==> src/rtl/os_avg_pkg.sv <==
package os_avg_pkg;

  typedef enum logic [1:0] {
    M_PASS  = 2'd0,
    M_AVG4  = 2'd1,
    M_AVG16 = 2'd2
  } avg_mode_e;

  function automatic avg_mode_e decode_mode(input logic [1:0] rate,
                                            input logic       lowres,
                                            input logic       freerun);
    if (lowres || freerun) return M_PASS;
    case (rate)
      2'd1:    return M_AVG4;
      2'd2:    return M_AVG16;
      default: return M_PASS;
    endcase
  endfunction

  function automatic logic [3:0] last_index(input avg_mode_e m);
    case (m)
      M_AVG4:  return 4'd3;
      M_AVG16: return 4'd15;
      default: return 4'd0;
    endcase
  endfunction

endpackage

==> src/rtl/os_mode_track.sv <==
module os_mode_track
  import os_avg_pkg::*;
(
  input  logic       clk,
  input  logic       rst,
  input  logic [1:0] rate_sel,
  input  logic       lowres_mode,
  input  logic       freerun_mode,
  output avg_mode_e  mode,
  output logic       mode_chg
);
  avg_mode_e prev_q;

  assign mode     = decode_mode(rate_sel, lowres_mode, freerun_mode);
  assign mode_chg = (mode != prev_q);

  always_ff @(posedge clk) begin
    if (rst) prev_q <= M_PASS;
    else     prev_q <= mode;
  end

  // any change is followed by agreement in the next cycle unless inputs move again
  a_r7_prev_follows: assert property (@(posedge clk) disable iff (rst)
    mode_chg |=> (prev_q == $past(mode)));
endmodule

==> src/rtl/os_group_accum.sv <==
module os_group_accum
  import os_avg_pkg::*;
#(
  parameter int DATA_W = 12,
  localparam int ACC_W = DATA_W + 4,
  localparam int OUT_W = DATA_W + 2
)(
  input  logic              clk,
  input  logic              rst,
  input  avg_mode_e         mode,
  input  logic              mode_chg,
  input  logic              smp_valid,
  input  logic [DATA_W-1:0] smp_data,
  output logic              grp_done,
  output logic [OUT_W-1:0]  grp_result,
  output logic [3:0]        cnt_q
);
  logic [ACC_W-1:0] acc_q, acc_d, base_acc, sum;
  logic [3:0]       cnt_d, base_cnt, last_idx;

  function automatic logic [OUT_W-1:0] scale_sum(input avg_mode_e m,
                                                 input logic [ACC_W-1:0] s);
    case (m)
      M_AVG4:  return OUT_W'(s >> 1);
      M_AVG16: return OUT_W'(s >> 2);
      default: return OUT_W'(s);
    endcase
  endfunction

  always_comb begin
    last_idx   = last_index(mode);
    base_acc   = mode_chg ? '0 : acc_q;
    base_cnt   = mode_chg ? 4'd0 : cnt_q;
    sum        = base_acc + ACC_W'(smp_data);
    grp_done   = 1'b0;
    grp_result = scale_sum(mode, sum);
    acc_d      = base_acc;
    cnt_d      = base_cnt;
    if (smp_valid) begin
      if (base_cnt == last_idx) begin
        grp_done = 1'b1;
        acc_d    = '0;
        cnt_d    = 4'd0;
      end else begin
        acc_d = sum;
        cnt_d = base_cnt + 4'd1;
      end
    end
  end

  always_ff @(posedge clk) begin
    if (rst) begin
      acc_q <= '0;
      cnt_q <= 4'd0;
    end else begin
      acc_q <= acc_d;
      cnt_q <= cnt_d;
    end
  end

  // a settled mode never lets the count run past its group
  a_r9_cnt_bound: assert property (@(posedge clk) disable iff (rst)
    !mode_chg |-> (cnt_q <= last_index(mode)));
  // a mode change leaves at most the colliding sample in the new group
  a_r7_discard: assert property (@(posedge clk) disable iff (rst)
    mode_chg |=> (cnt_q <= 4'd1));
  // idle cycles leave the partial group untouched
  a_r9_idle_hold: assert property (@(posedge clk) disable iff (rst)
    (!smp_valid && !mode_chg) |=> $stable(cnt_q));
endmodule

==> src/rtl/os_result_reg.sv <==
module os_result_reg #(
  parameter int OUT_W = 14
)(
  input  logic             clk,
  input  logic             rst,
  input  logic             grp_done,
  input  logic [OUT_W-1:0] grp_result,
  output logic             res_valid,
  output logic [OUT_W-1:0] res_data
);
  always_ff @(posedge clk) begin
    if (rst) begin
      res_valid <= 1'b0;
      res_data  <= '0;
    end else begin
      res_valid <= grp_done;
      if (grp_done) res_data <= grp_result;
    end
  end

  // nothing emerges in the first cycle after reset
  a_r8_quiet_after_reset: assert property (@(posedge clk)
    $fell(rst) |-> !res_valid);
endmodule

==> src/rtl/os_averager.sv <==
module os_averager
  import os_avg_pkg::*;
#(
  parameter int DATA_W = 12,
  localparam int OUT_W = DATA_W + 2
)(
  input  logic              clk,
  input  logic              rst,
  input  logic              smp_valid,
  input  logic [DATA_W-1:0] smp_data,
  input  logic [1:0]        rate_sel,
  input  logic              lowres_mode,
  input  logic              freerun_mode,
  output logic              res_valid,
  output logic [OUT_W-1:0]  res_data
);
  avg_mode_e        mode;
  logic             mode_chg;
  logic             grp_done;
  logic [OUT_W-1:0] grp_result;
  logic [3:0]       cnt_q;

  os_mode_track u_mode (
    .clk(clk), .rst(rst), .rate_sel(rate_sel), .lowres_mode(lowres_mode),
    .freerun_mode(freerun_mode), .mode(mode), .mode_chg(mode_chg)
  );

  os_group_accum #(.DATA_W(DATA_W)) u_accum (
    .clk(clk), .rst(rst), .mode(mode), .mode_chg(mode_chg),
    .smp_valid(smp_valid), .smp_data(smp_data), .grp_done(grp_done),
    .grp_result(grp_result), .cnt_q(cnt_q)
  );

  os_result_reg #(.OUT_W(OUT_W)) u_out (
    .clk(clk), .rst(rst), .grp_done(grp_done), .grp_result(grp_result),
    .res_valid(res_valid), .res_data(res_data)
  );

  // a pass-through sample reappears zero-extended one cycle later
  a_r1_pass_echo: assert property (@(posedge clk) disable iff (rst)
    (mode == M_PASS && smp_valid) |=>
      (res_valid && res_data == OUT_W'($past(smp_data))));
  // group-of-4 results never use the top bit
  a_r2_avg4_width: assert property (@(posedge clk) disable iff (rst)
    (res_valid && $past(mode) == M_AVG4) |-> !res_data[OUT_W-1]);
  // a result always follows an accepted sample
  a_r9_needs_sample: assert property (@(posedge clk) disable iff (rst)
    res_valid |-> $past(smp_valid));
  // a group-of-16 result only follows the sixteenth sample
  a_r3_full_group: assert property (@(posedge clk) disable iff (rst)
    (res_valid && $past(mode) == M_AVG16) |->
      ($past(cnt_q) == 4'd15 && !$past(mode_chg)));
endmodule

==> config.mk <==
export PLATFORM = sky130hd
export DESIGN_NAME = os_averager
export DESIGN_NICKNAME = d
export VERILOG_FILES = /design/src/rtl/os_avg_pkg.sv /design/src/rtl/os_mode_track.sv /design/src/rtl/os_group_accum.sv /design/src/rtl/os_result_reg.sv /design/src/rtl/os_averager.sv
export SDC_FILE = /design/constraint.sdc
export NUM_CORES = 1
export LEC_CHECK = 0
export ABC_AREA = 1
export ABC_CLOCK_PERIOD_IN_PS = 3200
export CAP_MARGIN = 20
export CORE_MARGIN = 5
export CORE_UTILIZATION = 39
export DETAILED_ROUTE_END_ITERATION = 8
export HOLD_SLACK_MARGIN = 0.12
export MAX_ROUTING_LAYER = met4
export PLACE_DENSITY = 0.72
export SYNTH_ARGS = -nofsm -noshare
export SYNTH_HDL_FRONTEND = slang
export SYNTH_HIERARCHICAL = 1
export SYNTH_SLANG_ARGS = --single-unit
export TNS_END_PERCENT = 20
==> constraint.sdc <==
create_clock -name clk -period 3.2 [get_ports clk]
set_input_delay 0.64 -clock clk [delete_from_list [all_inputs] [get_ports clk]]
set_output_delay 0.64 -clock clk [all_outputs]
set_load 0.1 [all_outputs]
==> results of run 1 <==
==> stage by stage <==
| step | setup TNS, ns | util |
|---|---|---|
| after global routing | 0 | 0.5597 |
| after global placement | -4.266 | 0.4912 |
| after detailed placement | -5.970 | 0.4912 |
| final | 0 | 0.5597 |
| after floorplan | 0 | - |
| after CTS | 0 | 0.5106 |
==> tightest hold or removal path, delay by kind of cell, from the launching register on <==
family / cells / cell delay (ns)
DFF: 1 / 0.33
and+or+nand+nor: 2 / 0.10
==> registers in the layout (all words and copies together), names as in the netlist <==
register         flops
u_accum/acc_q       16
u_mode/prev_q        2
u_out/res_valid      1
u_out/res_data      14
u_accum/cnt_q        4
==> placed cells by master, fill, tap and decap left out, types with 3 or more instances in the layout <==
master | Yosys | final
buf_4 | 2 | 56
nand3_2 | 1 | 7
nand3_1 | 48 | 42
ha_4 | 0 | 10
nor2_4 | 1 | 9
nand2_4 | 0 | 3
a21oi_2 | 0 | 4
nor2_2 | 1 | 4
ha_1 | 15 | 5
a31oi_1 | 6 | 6
xor2_2 | 0 | 3
a21oi_1 | 25 | 20
clkdlybuf4s50_1 | 0 | 14
nand2_1 | 175 | 159
inv_2 | 2 | 6
dfxtp_1 | 37 | 37
nand4_1 | 3 | 3
inv_1 | 87 | 84
dlymetal6s2s_1 | 0 | 4
nand2_2 | 2 | 15
clkbuf_8 | 0 | 6
nor2_1 | 67 | 56
==> final cells by class <==
class                   count  area, um^2
clock inverters             1       30.03
flip-flops and latches     37       740.7
well taps                  99       123.9
fillers                   713        3177
inverters                  90       337.8
clock buffers               7       86.33
multi-input cells         364        2057
repair buffers             77       661.9
==> power by group <==
part	total [mW]	switching, mW	internal (mW)
Combinational	0.539	0.353	0.186
Clock	0.433	0.179	0.254
Sequential	0.499	0.0117	0.488
Total	1.47	0.544	0.928
==> what timing repair did <==
item,in CTS,in global routing
gates resized for setup,7,72
pin swaps,1,26
setup buffers,0,2
endpoints found under the setup margin,11,17
==> kinds of logic after synthesis <==
| group | after synthesis | share of synthesized area |
|---|---|---|
| and+or+nand+nor | 307 | 0.4396 |
| buffers and inverters | 105 | 0.1455 |
| AOI/OAI and AO/OA | 35 | 0.06733 |
| adders and majority gates | 16 | 0.07211 |
| DFF | 37 | 0.2572 |
| xor gates and xnor gates | 6 | 0.01824 |
==> how the worst min path moves through the flow <==
stage,startpoint,end,cells after the start
after floorplan,u_accum/acc_q[0],u_accum/acc_q[0],4
after global placement,u_out/res_data[1],u_out/res_data[1],2
after detailed placement,u_out/res_data[13],u_out/res_data[13],2
after CTS,u_out/res_data[13],u_out/res_data[13],2
after global routing,u_out/res_data[10],u_out/res_data[10],2
final,u_out/res_data[13],u_out/res_data[13],2
==> routing by layer <==
layer / vias to the layer above / wire, um / global-route usage
met5: - / 0 / -
met4: 0 / 201 / 0.05332
met3: 20 / 318 / 0.02658
met2: 79 / 3775 / 0.2872
met1: 1451 / 3389 / 0.2006
li1: 1680 / - / -
==> metrics.txt, run 1 <==
Yosys top cell area share=0.2572; most used cell along the critical path=nand2_1; fin crit share=0.8846; worst reg2reg setup slack=0.69 ns; Post-CTS Hold Buffers=0; Hold WC Path Type=reg -> reg; worst slack, placed=-0.4197 ns; Post-Layout Cell Count=675; Yosys reg bits=37; Antenna Cells=0; Crit Reg-Reg Endpoint=u_out/res_data[6]; number of nets with antenna violations after routing=0; Synth top cells by count=nand2_1, inv_1, nor2_1; Worst slew margin=0.6512; critical path capture point type=flip-flop; delay-heaviest family, CP=simple AND/OR/NAND/NOR gates; clk_lat worst skew=0.29 ns; Die ar.=9204 um^2; total routed wirelength=7.685 mm; Buffers on Ports=33; post-synth top area cell=dfxtp_1; Vias per Instance=4.785; cell leakage power=2.042 nW; register area share after synthesis=0.2572; Area contributors post-synth=dfxtp_1, nand2_1, inv_1; worst slew pin tran=0.5233 ns; grt ovf=0; fmax=353.3 MHz; Mean Syn Cell Area=5.692 um^2; detailed-route via count=3,230; Ports=34; Nets=610; Warnings, synthesis=6; CTS tree=yes; Slowest cell on crit path=fa_2; Critical Path Sink=u_out/res_data[6]; placed cells=665; vias in the first global route=2,894; htree depth=2; final number of hold-violating endpoints=0; Area Overhead vs Synth=40.18%; max-slew violations=0; Startpoint Class=primary input; RR Startpoint=u_mode/prev_q[1]; # setup viols final=0; fin crit period=2.831 ns; Residual DRC=0; Post-synth EDFFs=0; pwr/cell area=364.5 nW/um^2; Synth Net Count=541; clk root buf=clkbuf_8; DR iter-0 viols=228; cell area after layout=4038 um^2; Reg clk slew, reported paths=0.08 ns; cell with the most instances after synthesis=nand2_1; CP bufs+invs=7; Critical Path Start=lowres_mode; Die Y=95.94 um; Worst Reg2Reg Path Length in Cells=23; Tot Pwr=1.472 mW; num rows=31; synthesized instance count=506; die width=95.94 um; final hold slack=0.4665 ns; Crit path depth=27; status=finished clean; CTS Sinks=37; hpwl dp=5.608 mm; Avg WL per Cell=11.39 um; share of layout cells above drive strength 1=0.2309; setup ws final=0.3694 ns; crit-path max FO=4; clock buffer count from CTS=5; Clock Path Buffers=2; initial antenna violation count=0; largest net degree at the start of global routing=30; Max VDD drop=179.6 uV; area of the core=7214 um^2; final RePlAce weighted congestion=0.9463; Synth async-reset ratio=0; crit path DAT=3.02 ns; Area after DPL=3543 um^2; RSZ-0062 raised after global routing=no; critical path class=in -> reg; initial core utilization=0.3992; Post-synth top flop=dfxtp_1; Total Routing Usage GR=0.1674; Worst Clk Skew=0.01002 ns; max-cap viol count=0; mapped cell area=2880 um^2; DR pass1 iterations=4; first-pass GRT wire length=12.09 mm; CP required=3.39 ns; max incr delay on CP=0.35 ns; post-synthesis cell type count=29
Power figures use the tool's default switching activity.
==> run 2: changes to the inputs <==
- CORE_MARGIN: 5 -> unset
- CTS_CLUSTER_SIZE: unset -> 20
==> run 2 against run 1 <==
Count of clock-buffer cells in the layout stayed put. Clock skew is 0.0047 ns lower. Final area is 2.3% higher. Worst hold slack better by 0.0066 ns. Utilization is 3.5 points higher. Power is 0.81% higher. Register-to-register slack better by 0.04 ns. Largest cell class unchanged. Highest routed layer unchanged.
==> metrics.txt, run 2 (synthesis results as in run 1) <==
Die ar.=7733 um^2; max-slew violations=0; cell area after layout=4131 um^2; clock network power share=0.292; Area after DPL=3527 um^2; fillcell total=656; Max VDD drop=241.7 uV; num rows=30; Avg WL per Cell=11.77 um; register name with the most flops=u_accum/acc_q; crit-path max FO=7; Worst slew margin=0.6356; fin crit share=0.8709; Nets=611; htree depth=2; DR iter-0 viols=189; Reg clk slew, reported paths=0.08 ns; WL met2=4.111 mm; most frequent cells in the layout=nand2_1, inv_1, buf_4; vias in the first global route=3,043; status=finished clean; initial core utilization=0.4148; CTS tree=yes; Flop pwr share=0.337; Post-CTS Hold Buffers=0; hold endpoint=u_out/res_data[8]; largest net degree at the start of global routing=30; DR pass1 iterations=4; CP required=3.39 ns; RR Startpoint=u_mode/prev_q[0]; max-cap viol count=0; Worst Clk Skew=0.005333 ns; top layer in use=met4; area of the core=6944 um^2; # setup viols final=0; CTS Sinks=37; critical path capture point type=flip-flop; grt ovf=0; Hold Path Stages=2; switch share=0.3705; setup ws final=0.4131 ns; Net Sw Power=0.5496 mW; worst slew pin tran=0.5466 ns; Residual DRC=0; detailed-route via count=3,237; first-pass GRT wire length=12.77 mm; part of the power in combinational logic=0.371; final hold slack=0.4731 ns; Cell Int Power=0.9340 mW; Crit Reg-Reg Endpoint=u_out/res_data[11]; Startpoint Class=primary input; Total Routing Usage GR=0.2117; Die Y=87.94 um; Vias per Instance=4.810; final number of hold-violating endpoints=0; Ports=34; die width=87.94 um; Buffers on Ports=33; crit path DAT=2.98 ns; clock buffer count from CTS=5; Hold WC Path Type=reg -> reg; cell leakage power=2.052 nW; Final Core Density=0.5950; fmax=358.8 MHz; Worst Reg2Reg Path Length in Cells=23; clk root buf=clkbuf_8; total routed wirelength=7.924 mm; RSZ-0062 raised after global routing=no; worst reg2reg setup slack=0.73 ns; Post-Layout Cell Count=673; placed cells=657; Antenna Cells=0; DR WL met3=329 um; clk_lat worst skew=0.29 ns; Area Overhead vs Synth=43.44%; Tot Pwr=1.484 mW; hpwl dp=5.545 mm; critical path class=in -> reg; most common cell after layout, fill and taps aside=nand2_1; wire length on met1=3.369 mm; final RePlAce weighted congestion=0.9014; share of layout cells above drive strength 1=0.2565; Hold Path Origin=u_out/res_data[8]; Critical Path Start=lowres_mode; pwr/cell area=359.1 nW/um^2; worst slack, placed=-0.3728 ns; initial antenna violation count=0; Clock Path Buffers=2; fin crit period=2.787 ns; biggest regs=u_accum/acc_q (16), u_out/res_data (14), u_accum/cnt_q (4); number of nets with antenna violations after routing=0; max reg flops=16; TNS Setup=0 ns
-- run 2: cell count changes in the layout (fill, tap and decap cells not counted), moves of 2 or more --
cell	delta
buf_12	+2
nor2_4	+2
nand2_1	-10
nand2_2	+9
nor2_1	-2
-- run 2: worst max-delay path by stage --
stage,slack (ns),cells after the start,to
final,0.41,23,u_out/res_data[11]
after global routing,0.20,25,u_out/res_data[6]
after CTS,-0.008,22,u_out/res_data[2]
after detailed placement,-0.37,23,u_out/res_data[11]
after global placement,-0.36,23,u_out/res_data[13]
after floorplan,0.12,27,u_out/res_data[6]
-- run 2: power by group through the flow --
stage	combinational, mW	clock (mW)	sequential [mW]
floorplan	0.194	0	0.653
global placement	0.479	0	0.509
detailed placement	0.484	0	0.510
CTS	0.490	0.440	0.499
global route	0.597	0.464	0.502
finish	0.551	0.434	0.499
-- run 2: cell type report --
cell class / count / area (um^2) / share of cell area
Multi-Input combinational cell: 364 / 2126 / 0.5145
Sequential cell: 37 / 740.7 / 0.1793
Timing Repair Buffer: 78 / 690.7 / 0.1672
Inverter: 90 / 337.8 / 0.08177
Tap cell: 96 / 120.1 / 0.02907
Clock buffer: 7 / 86.33 / 0.02090
Clock inverter: 1 / 30.03 / 0.007268
-- run 2: layer usage --
layer | global-route usage | up-vias
li1 | - | 1674
met1 | 0.2480 | 1479
met2 | 0.3784 | 71
met3 | 0.02828 | 13
met4 | 0.05365 | 0
met5 | - | -
-- run 2: worst max-delay path, stage by stage --
cell and delay, ns:
dlymetal6s2s_1 0.14, nor2_4 0.15, nand4_1 0.10, nand2_1 0.13, nand2_4 0.09, buf_12 0.16, buf_12 0.15, nor2_4 0.11
ha_4 0.23, nand2_1 0.10, inv_1 0.07, nand2_1 0.07, nand2_1 0.10, a21oi_2 0.17, nand3_2 0.12, nand3_1 0.11
nand2_1 0.05, nand2_1 0.05, nand2_1 0.05, inv_1 0.05, nand2_1 0.04, nand2_1 0.06, nor2_1 0.05
-- run 2: what timing repair did --
item / CTS / global route
gates resized for setup: 8 / 90
pin swaps: 2 / 33
endpoints found under the setup margin: 11 / 18
buffers inserted: 0 / 8
==> run 3: changes to the inputs <==
- CORE_UTILIZATION: 39 -> 44
- PLACE_DENSITY: 0.72 -> unset
- PLACE_DENSITY_LB_ADDON: unset -> 0.12
- SKIP_LAST_GASP: unset -> 1
==> run 3 against run 2 <==
Combinational power up 0.7%. Power down 5.5%. Critical path depth up 4. Flip-flop and latch count unchanged. Final cell count down 1.5%. Via count down 1.6%. Maximum frequency down 1.5%. Setup slack worse by 0.042 ns. Critical path type unchanged. Critical endpoint is now u_out/res_data[6].
==> metrics.txt, run 3 (synthesis results as in run 1) <==
status=finished clean; max incr delay on CP=0.35 ns; grt ovf=0; Net Sw Power=0.5485 mW; Worst slew margin=0.6128; cell leakage power=2.066 nW; CTS Sinks=37; critical path class=in -> reg; Area Overhead vs Synth=41.09%; Worst Clk Skew=0.007048 ns; Slowest cell on crit path=fa_2; Hold WC Path Type=reg -> reg; final RePlAce weighted congestion=0.8917; Avg WL per Cell=11.93 um; Post-CTS Hold Buffers=0; Max VDD drop=271.9 uV; htree depth=2; vias in the first global route=2,952; Post-Layout Cell Count=663; final number of hold-violating endpoints=0; Startpoint Class=primary input; max-slew violations=0; Residual DRC=0; first-pass GRT wire length=12.81 mm; delay-heaviest family, CP=simple AND/OR/NAND/NOR gates; num rows=29; Ports=34; Die Y=82.91 um; fin crit period=2.828 ns; fin crit share=0.8839; Reg clk slew, reported paths=0.07 ns; most used cell along the critical path=nand2_1; Total Routing Usage GR=0.2333; largest net degree at the start of global routing=30; # setup viols final=0; DR iter-0 viols=140; number of nets with antenna violations after routing=0; pwr/cell area=345.1 nW/um^2; critical path capture point type=flip-flop; clock network power share=0.248; Tot Pwr=1.402 mW; area of the core=6350 um^2; Buffers on Ports=33; detailed-route via count=3,186; die width=82.91 um; setup ws final=0.3716 ns; Cell Int Power=0.8540 mW; Antenna Cells=0; clk root buf=clkbuf_8; cell area after layout=4064 um^2; DR pass1 iterations=6; crit-path max FO=5; total routed wirelength=7.910 mm; final hold slack=0.4721 ns; clock buffer count from CTS=5; clk_lat worst skew=0.29 ns; RSZ-0062 raised after global routing=no; max reg flops=16; switch share=0.3911; Area after DPL=3568 um^2; share of layout cells above drive strength 1=0.2474; initial core utilization=0.4536; Nets=621; CP bufs+invs=7; biggest regs=u_accum/acc_q (16), u_out/res_data (14), u_accum/cnt_q (4); crit path DAT=3.02 ns; Vias per Instance=4.805; fmax=353.6 MHz; CTS tree=yes; max-cap viol count=0; worst slew pin tran=0.5808 ns; initial antenna violation count=0; Flop pwr share=0.356; placed cells=650; hpwl dp=5.582 mm; Clock Path Buffers=2; CP required=3.39 ns; Die ar.=6873 um^2; most frequent cells in the layout=nand2_1, inv_1, buf_4; part of the power in combinational logic=0.396; worst slack, placed=-0.4768 ns; register name with the most flops=u_accum/acc_q; most common cell after layout, fill and taps aside=nand2_1; fillcell total=595
-- run 3: routing by layer --
layer  up-vias  wire length, um  track usage
met5         -                0            -
met4         0              119      0.04859
met3        11              278      0.03082
met2        40             3970       0.4247
met1      1437             3543       0.2733
li1       1698                -            -
-- run 3: path summary, 6_finish.rpt --
path                                   startpoint           endpoint  slack, ns  cells after the start
worst max-delay path                  lowres_mode  u_out/res_data[6]       0.37                     27
worst max register to register   u_mode/prev_q[1]  u_out/res_data[6]       0.72                     23
worst min-delay path            u_out/res_data[5]  u_out/res_data[5]       0.47                      2
worst min register to register  u_out/res_data[5]  u_out/res_data[5]       0.47                      2
-- run 3: metrics by stage --
stage,utilization,setup TNS (ns)
after floorplan,-,0
after global placement,0.5620,-5.233
after detailed placement,0.5620,-7.088
after CTS,0.5860,-0.06723
after global routing,0.6400,0
final,0.6400,0
-- run 3: tightest hold or removal path, delay by kind of cell, from the launching register on --
family           cells  cell delay [ns]
AND/OR/NAND/NOR      2             0.13
flip-flops           1             0.31
-- run 3: cell type report --
cell class,count,area [um^2],share of cell area
well taps,77,96.34,0.02371
multi-input cells,364,2048,0.5040
flip-flops and latches,37,740.7,0.1823
clock buffers,6,82.58,0.02032
repair buffers,88,748.2,0.1841
inverters,90,340.3,0.08374
clock inverters,1,7.507,0.001847
-- run 3: power groups by stage --
stage | clock network, mW | logic, mW | registers, mW
floorplan | 0 | 0.194 | 0.653
global placement | 0 | 0.494 | 0.510
detailed placement | 0 | 0.496 | 0.511
CTS | 0.360 | 0.509 | 0.500
global route | 0.377 | 0.599 | 0.503
finish | 0.348 | 0.555 | 0.500
-- run 3: what timing repair did --
item / in CTS / in global routing
resized for setup: 12 / 70
pin swaps: 5 / 27
setup endpoints to repair: 12 / 17
endpoints found under the hold margin: 0 / 0
setup buffers: 2 / 4
